[config.mk]
export PLATFORM = sky130hd
export DESIGN_NAME = e1_sa_dl_inserter
export DESIGN_NICKNAME = d
export VERILOG_FILES = /design/src/rtl/e1dl_pkg.sv /design/src/rtl/e1dl_sa_decode.sv /design/src/rtl/e1dl_strobe_gen.sv /design/src/rtl/e1dl_insert.sv /design/src/rtl/e1_sa_dl_inserter.sv
export SDC_FILE = /design/constraint.sdc
export NUM_CORES = 1
export LEC_CHECK = 0
export BUFFER_PORTS_ARGS = -buffer_cell sky130_fd_sc_hd__buf_2
export CAP_MARGIN = 10
export CORE_AREA = 2 2 39 41
export DETAILED_ROUTE_END_ITERATION = 6
export DIE_AREA = 0 0 41 43
export GPL_TIMING_DRIVEN = 0
export HOLD_SLACK_MARGIN = 0.08
export PLACE_DENSITY = 0.42
export SLEW_MARGIN = 20
export SYNTH_ARGS = -nofsm -noshare
export SYNTH_HDL_FRONTEND = slang
export SYNTH_SLANG_ARGS = --single-unit
export TNS_END_PERCENT = 10
[constraint.sdc]
create_clock -name clk -period 1.5 [get_ports clk]
set_clock_uncertainty 0.05 [all_clocks]
set_input_delay 0.15 -clock clk [delete_from_list [all_inputs] [get_ports clk]]
set_output_delay 0.15 -clock clk [all_outputs]
set_load 0.01 [all_outputs]
[src/rtl/e1dl_pkg.sv]
package e1dl_pkg;
   typedef logic [1:0] sa_code_t;
   localparam sa_code_t SA_ROUTE_PINS = 2'b01;
   typedef enum logic {STRB_CLOCK = 1'b0, STRB_ENABLE = 1'b1} strb_mode_e;
endpackage

[src/rtl/e1dl_sa_decode.sv]
module e1dl_sa_decode
   import e1dl_pkg::*;
#(
   parameter int NUM_SA     = 5,
   parameter int FIRST_CELL = 3,
   parameter int IDX_W      = 8
) (
   input  logic [IDX_W-1:0]    cell_idx,
   input  logic                nfas,
   input  logic [2*NUM_SA-1:0] sa_sel,
   output logic                hit
);
   logic [NUM_SA-1:0] hit_vec;

   // One comparator per national bit position
   for (genvar k = 0; k < NUM_SA; k++) begin : g_sa
      localparam logic [IDX_W-1:0] CELL = IDX_W'(FIRST_CELL + k);
      assign hit_vec[k] = nfas && (cell_idx == CELL) &&
                          (sa_code_t'(sa_sel[2*k +: 2]) == SA_ROUTE_PINS);
   end

   assign hit = |hit_vec;
endmodule

[src/rtl/e1dl_strobe_gen.sv]
module e1dl_strobe_gen
   import e1dl_pkg::*;
(
   input  logic clk,
   input  logic rst_n,
   input  logic hit,
   input  logic cell_half,
   input  logic dl_mode,
   output logic dl_strb
);
   always_ff @(posedge clk or negedge rst_n) begin
      if (!rst_n) begin
         dl_strb <= 1'b0;
      end else if (strb_mode_e'(dl_mode) == STRB_CLOCK) begin
         dl_strb <= hit & ~cell_half;
      end else begin
         dl_strb <= ~hit;
      end
   end

   // A gapped-clock pulse lasts a single tick (half a bit cell)
   assert_pulse_half_cell_R2: assert property (@(posedge clk) disable iff (!rst_n)
      (dl_strb && !dl_mode) |=> (!dl_strb || dl_mode));
endmodule

[src/rtl/e1dl_insert.sv]
module e1dl_insert (
   input  logic clk,
   input  logic rst_n,
   input  logic cell_half,
   input  logic hit,
   input  logic up_bit,
   input  logic dl_in,
   output logic tx_bit
);
   always_ff @(posedge clk or negedge rst_n) begin
      if (!rst_n) begin
         tx_bit <= 1'b1;
      end else if (cell_half) begin
         tx_bit <= hit ? dl_in : up_bit;
      end
   end

   assert_hold_first_half_R5: assert property (@(posedge clk) disable iff (!rst_n)
      !cell_half |=> $stable(tx_bit));
   assert_take_link_R4: assert property (@(posedge clk) disable iff (!rst_n)
      (cell_half && hit) |=> (tx_bit == $past(dl_in)));
   assert_pass_upstream_R6: assert property (@(posedge clk) disable iff (!rst_n)
      (cell_half && !hit) |=> (tx_bit == $past(up_bit)));
endmodule

[src/rtl/e1_sa_dl_inserter.sv]
module e1_sa_dl_inserter #(
   parameter int NUM_SA          = 5,
   parameter int FIRST_CELL      = 3,
   parameter int CELLS_PER_FRAME = 256,
   parameter int TS_BITS         = 8,
   localparam int IDX_W          = $clog2(CELLS_PER_FRAME),
   localparam int SEL_W          = 2 * NUM_SA
) (
   input  logic             clk,
   input  logic             rst_n,
   input  logic [IDX_W-1:0] cell_idx,
   input  logic             cell_half,
   input  logic             nfas,
   input  logic [SEL_W-1:0] sa_sel,
   input  logic             dl_mode,
   input  logic             up_bit,
   input  logic             dl_in,
   output logic             dl_strb,
   output logic             tx_bit
);
   // Elaboration-time parameter checks
   if (NUM_SA < 1) begin : g_chk_num
      $error("NUM_SA must be at least 1");
   end
   if (FIRST_CELL < 0 || FIRST_CELL + NUM_SA > TS_BITS) begin : g_chk_pos
      $error("national bits must lie inside timeslot 0");
   end
   if (CELLS_PER_FRAME < TS_BITS) begin : g_chk_frame
      $error("frame shorter than one timeslot");
   end

   logic hit;

   e1dl_sa_decode #(
      .NUM_SA     (NUM_SA),
      .FIRST_CELL (FIRST_CELL),
      .IDX_W      (IDX_W)
   ) u_decode (
      .cell_idx (cell_idx),
      .nfas     (nfas),
      .sa_sel   (sa_sel),
      .hit      (hit)
   );

   e1dl_strobe_gen u_strobe (
      .clk       (clk),
      .rst_n     (rst_n),
      .hit       (hit),
      .cell_half (cell_half),
      .dl_mode   (dl_mode),
      .dl_strb   (dl_strb)
   );

   e1dl_insert u_insert (
      .clk       (clk),
      .rst_n     (rst_n),
      .cell_half (cell_half),
      .hit       (hit),
      .up_bit    (up_bit),
      .dl_in     (dl_in),
      .tx_bit    (tx_bit)
   );

   // Clock pulses only follow a cell inside the national bit window
   assert_pulse_window_R9: assert property (@(posedge clk) disable iff (!rst_n)
      (dl_strb && !dl_mode && !$past(dl_mode)) |->
         (int'($past(cell_idx)) >= FIRST_CELL &&
          int'($past(cell_idx)) < FIRST_CELL + NUM_SA));
endmodule

# Yosys cells after proc, flatten, opt, wreduce, memory -nomap -nowiden
# Index checks and enable logic that the tools add are counted.
# word_totals
reg_bits	2
inputBits	25
out_inout_bits	2
wordCells	28
# classes
n_eq_ne	10
n_mux	2
bitwise	3
reduce_logical	11
# op_table
op	count
$eq A8 B3 Y1 const B	4
$eq A2 B1 Y1 const B	5
$logic_and A1 B1 Y1	10
$eq A8 B2 Y1 const B	1
$reduce_or A5 Y1	1
$mux W1	2
$not A1 Y1	2
$and A1 B1 Y1	1

# Depth between registers and ports, before layout
# depth
word_depth	6
depth_mapped	5
depth_no_buf	5

# By module
# From an unflattened synthesis, not the netlist that was laid out.
# hier_totals
hier_cells	20
area_unflattened_um2	188.9
# modules_own_cells
mod	instances	cells_per_inst	area_per_inst_um2	seq_area_each_um2
e1dl_sa_decode	1	13	102.6	0.0
e1dl_insert	1	4	45.0	26.3
e1dl_strobe_gen	1	3	41.3	25.0

# Least setup slack after synthesis
# No wires, ideal clock.
# synth_timing
path_kind	in2reg
startpoint	in cell_idx[7]
endpoint	reg u_strobe.dl_strb
setup_time_ps	127
arrival_time_ps	1163
t_required_ps	1323
setup_slack_ps	160
stages	5
n_path_buf	0
path_cell_list	nor4_2 > nand3b_1 > a311oi_2 > nand2_1 > mux2_1
# synth_between
elab_chain_len	6
word_cells_on_any_way	19
cone_classes	eq/ne (5); mux (1); bitwise (2); reduce/logical (11)
# synth_lines
element	line	source
from (decl)	e1_sa_dl_inserter.sv:11	input logic [IDX_W-1:0] cell_idx,
$eq A8 B2 Y1 or $eq A8 B3 Y1 (tied branches)	e1dl_sa_decode.sv:18	assign hit_vec[k] = nfas && (cell_idx == CELL) &&
$logic_and A1 B1 Y1 (2 in a row)	e1dl_sa_decode.sv:18	
$reduce_or A5 Y1 *	e1dl_sa_decode.sv:22	assign hit = |hit_vec;
$and A1 B1 Y1 or $not A1 Y1 (tied branches)	e1dl_strobe_gen.sv:15, e1dl_strobe_gen.sv:17	
$mux W1 *	e1dl_strobe_gen.sv:14	end else if (strb_mode_e'(dl_mode) == STRB_CLOCK) begin
to (signal assigned)	e1dl_strobe_gen.sv:15	dl_strb <= hit & ~cell_half;
to (signal assigned)	e1dl_strobe_gen.sv:17	dl_strb <= ~hit;
to (decl)	e1dl_strobe_gen.sv:9	output logic dl_strb
# Mark *: on every way between the ends. The rest lies on a longest branch, timed or not.
# A chain may end at the register's enable or synchronous reset.

# Worst setup path in the final report
# Ends and elaborated chain as after synthesis.

==> flow_metrics.env <==
export IMPL_status="finished, final reports clean"
export IMPL_met1_usage_pct=7.32
export IMPL_layout_drive_gt1_share_pct=57.9
export IMPL_grt_pass1_wl_um=945
export IMPL_worst_slack_ns=0.201
export IMPL_synth_cell_types=17
export IMPL_tightest_slew_ns=0.554
export IMPL_p_per_area_nw_per_um2=668
export IMPL_slew_headroom_pct=62.6
export IMPL_grt_pass1_vias=285
export IMPL_cts_resized=0
export IMPL_hold_class="input port to flip-flop"
export IMPL_clk_latency_ns=0.22
export IMPL_overflow=0
export IMPL_timing_final_max_slew_violations=0
export IMPL_clock_sinks=2
export IMPL_core_area_um2=1380
export IMPL_clk_path_buf_depth=2
export IMPL_use_met2_pct=11.3
export IMPL_fin_crit_ns=1.30
export IMPL_yosysWarnings=0
export IMPL_cts_root_buf="clkbuf_4"
export IMPL_period_share_pct=86.6
export IMPL_vias_per_cell=3.99
export IMPL_grt_antenna_before_repair=0
export IMPL_ys_seq_elements=2
export IMPL_initial_core_util_pct=14.5
export IMPL_placed_cells=68
export IMPL_antenna_cells=0
export IMPL_drt_iter0_drc=5
export IMPL_cts_reportedPaths_clkPinSlew_ns=0.03
export IMPL_end_kind="flip-flop"
export IMPL_final_common_cell="buf_2"
export IMPL_dieArea_um2=1760
export IMPL_postSynthCellCount=26
export IMPL_fp_row_count=14
export IMPL_p_leak_nw=0.202
export IMPL_areaGrowthSynthToFinish_pct=93.1
export IMPL_reg2reg_from="u_insert.tx_bit"
export IMPL_grt_max_degree=6
export IMPL_gp_congestion=0.570
export IMPL_die_y_um=43
export IMPL_tns_ns=0
export IMPL_pin_count=27
export IMPL_setup_viol_count_final=0
export IMPL_layout_common_cells="26 x buf_2, 4 x nand2_1, 4 x inv_1, 3 x nor2_1, 3 x clkbuf_4"
export IMPL_h_tree_depth=1
export IMPL_fmax_mhz=770
export IMPL_critPathRequiredTime_ns=1.55
export IMPL_numCtsBuffers=3
export IMPL_cts_tree="done"
export IMPL_ant_nets=0
export IMPL_route_detailed_drc=0
export IMPL_min_from="dl_mode"
export IMPL_start_kind="input port"
export IMPL_fin_cells=73
export IMPL_synth_area_um2=200
export IMPL_hold_depth=2
export IMPL_wire_per_inst_um=8.05
export IMPL_arrival_ns=1.35
export IMPL_ys_seq_area_share_pct=25.6
export IMPL_r2r_setup_slack_ns=0.57
export IMPL_holdPathEnd="u_strobe.dl_strb"
export IMPL_track_usage_pct=8.21
export IMPL_syn_avg_cell_area_um2=7.70
export IMPL_vias=291
export IMPL_hold_viol=0
export IMPL_gr_usage_met3_pct=4.19
export IMPL_rr_endpoint="u_insert.tx_bit"
export IMPL_fin_nets=83
export IMPL_dr_pass1_iters=2
export IMPL_path_max_fanout=3
export IMPL_synth_fp_nets=51
export IMPL_busiest_layer="met2"
export IMPL_die_width_um=41
export IMPL_crit_type="input port to flip-flop"
export IMPL_maxCapViolCount=0
export IMPL_pre_cts_slack_ns=-0.0487
export IMPL_dpl_hpwl_um=559
export IMPL_reg2reg_depth=3
export IMPL_port_buffers=26
export IMPL_totalWireLength_um=588
export IMPL_irDropWorstVdd_uv=96.6
export IMPL_rsz0062_at_grt="false"
## critical path: stages
cell and delay [ns]:
buf_2 0.10, nor4_2 0.24, nand3b_1 0.12, a311oi_2 0.31, nand2_1 0.10, mux2_1 0.33
## stage by stage
stage               instance area (um^2)  util (%)  hold WS, ns  power, mW
finish                               387      27.9        0.111      0.258
CTS                                  387      27.9        0.102      0.266
global placement                     350      25.3       -0.113      0.127
detailed placement                   350      25.3       -0.109      0.128
floorplan                            200         -       -0.196     0.0858
global route                         387      27.9        0.104      0.288
## Yosys cell counts
| library cell | count | area share (%) |
|---|---|---|
| inv_1 | 4 | 7.5 |
| nand2_1 | 4 | 7.5 |
| nor2_1 | 3 | 5.6 |
| a21oi_1 | 2 | 5.0 |
| a311oi_2 | 1 | 7.5 |
| and4_2 | 1 | 5.0 |
| dfrtp_1 | 1 | 12 |
| dfstp_2 | 1 | 13 |
| mux2_1 | 1 | 5.6 |
| nand3b_1 | 1 | 3.8 |
| nand4b_1 | 1 | 4.4 |
| nor2b_1 | 1 | 3.1 |
| nor4_2 | 1 | 6.2 |
| o21ai_1 | 1 | 2.5 |
| o22ai_1 | 1 | 3.1 |
| o311ai_0 | 1 | 4.4 |
| or3_1 | 1 | 3.1 |
## cell families after synthesis
family / synth area share, %
muxes: 5.62
buffers and inverters: 7.50
AOI/OAI and AO/OA: 22.5
DFF: 25.6
and+or+nand+nor: 38.8
## flip-flops by register name, summed over array words and instances, names as in the netlist
| name | count |
|---|---|
| u_strobe.dl_strb | 1 |
| u_insert.tx_bit | 1 |
## where the power goes
part	leakage (nW)	switching, mW	internal [mW]	total [mW]
Combinational	0.165	0.0277	0.0378	0.0655
Clock	0.0150	0.0314	0.0987	0.130
Sequential	0.0222	0.00148	0.0611	0.0626
## layout make-up
type                    instances  area (um^2)
fillers                       161          997
inverters                       4         15.0
repair buffers                 27          140
well taps                      16         20.0
flip-flops and latches          2         51.3
multi-input cells              20          134
clock buffers                   4         26.3
## metal layers
layer  share of wire [%]  wire length (um)
met1                  39               231
met2                  50               292
met3                  11                65
met4                   0                 0
met5                   0                 0
## timing repair
action                    CTS  global route
hold buffers                1             0
buffers inserted            0             0
hold endpoints to repair    2             0
## how the worst max path moves through the flow
stage	from	to	slack, ns	depth (start not counted)
finish	cell_idx[7]	u_strobe.dl_strb	0.20	6
global placement	cell_idx[7]	u_strobe.dl_strb	-0.06	6
detailed placement	cell_idx[7]	u_strobe.dl_strb	-0.05	6
CTS	cell_idx[7]	u_strobe.dl_strb	0.19	6
global route	cell_idx[7]	u_insert.tx_bit	0.09	6
floorplan	cell_idx[7]	u_strobe.dl_strb	0.16	5
Power figures use the tool's default switching activity.
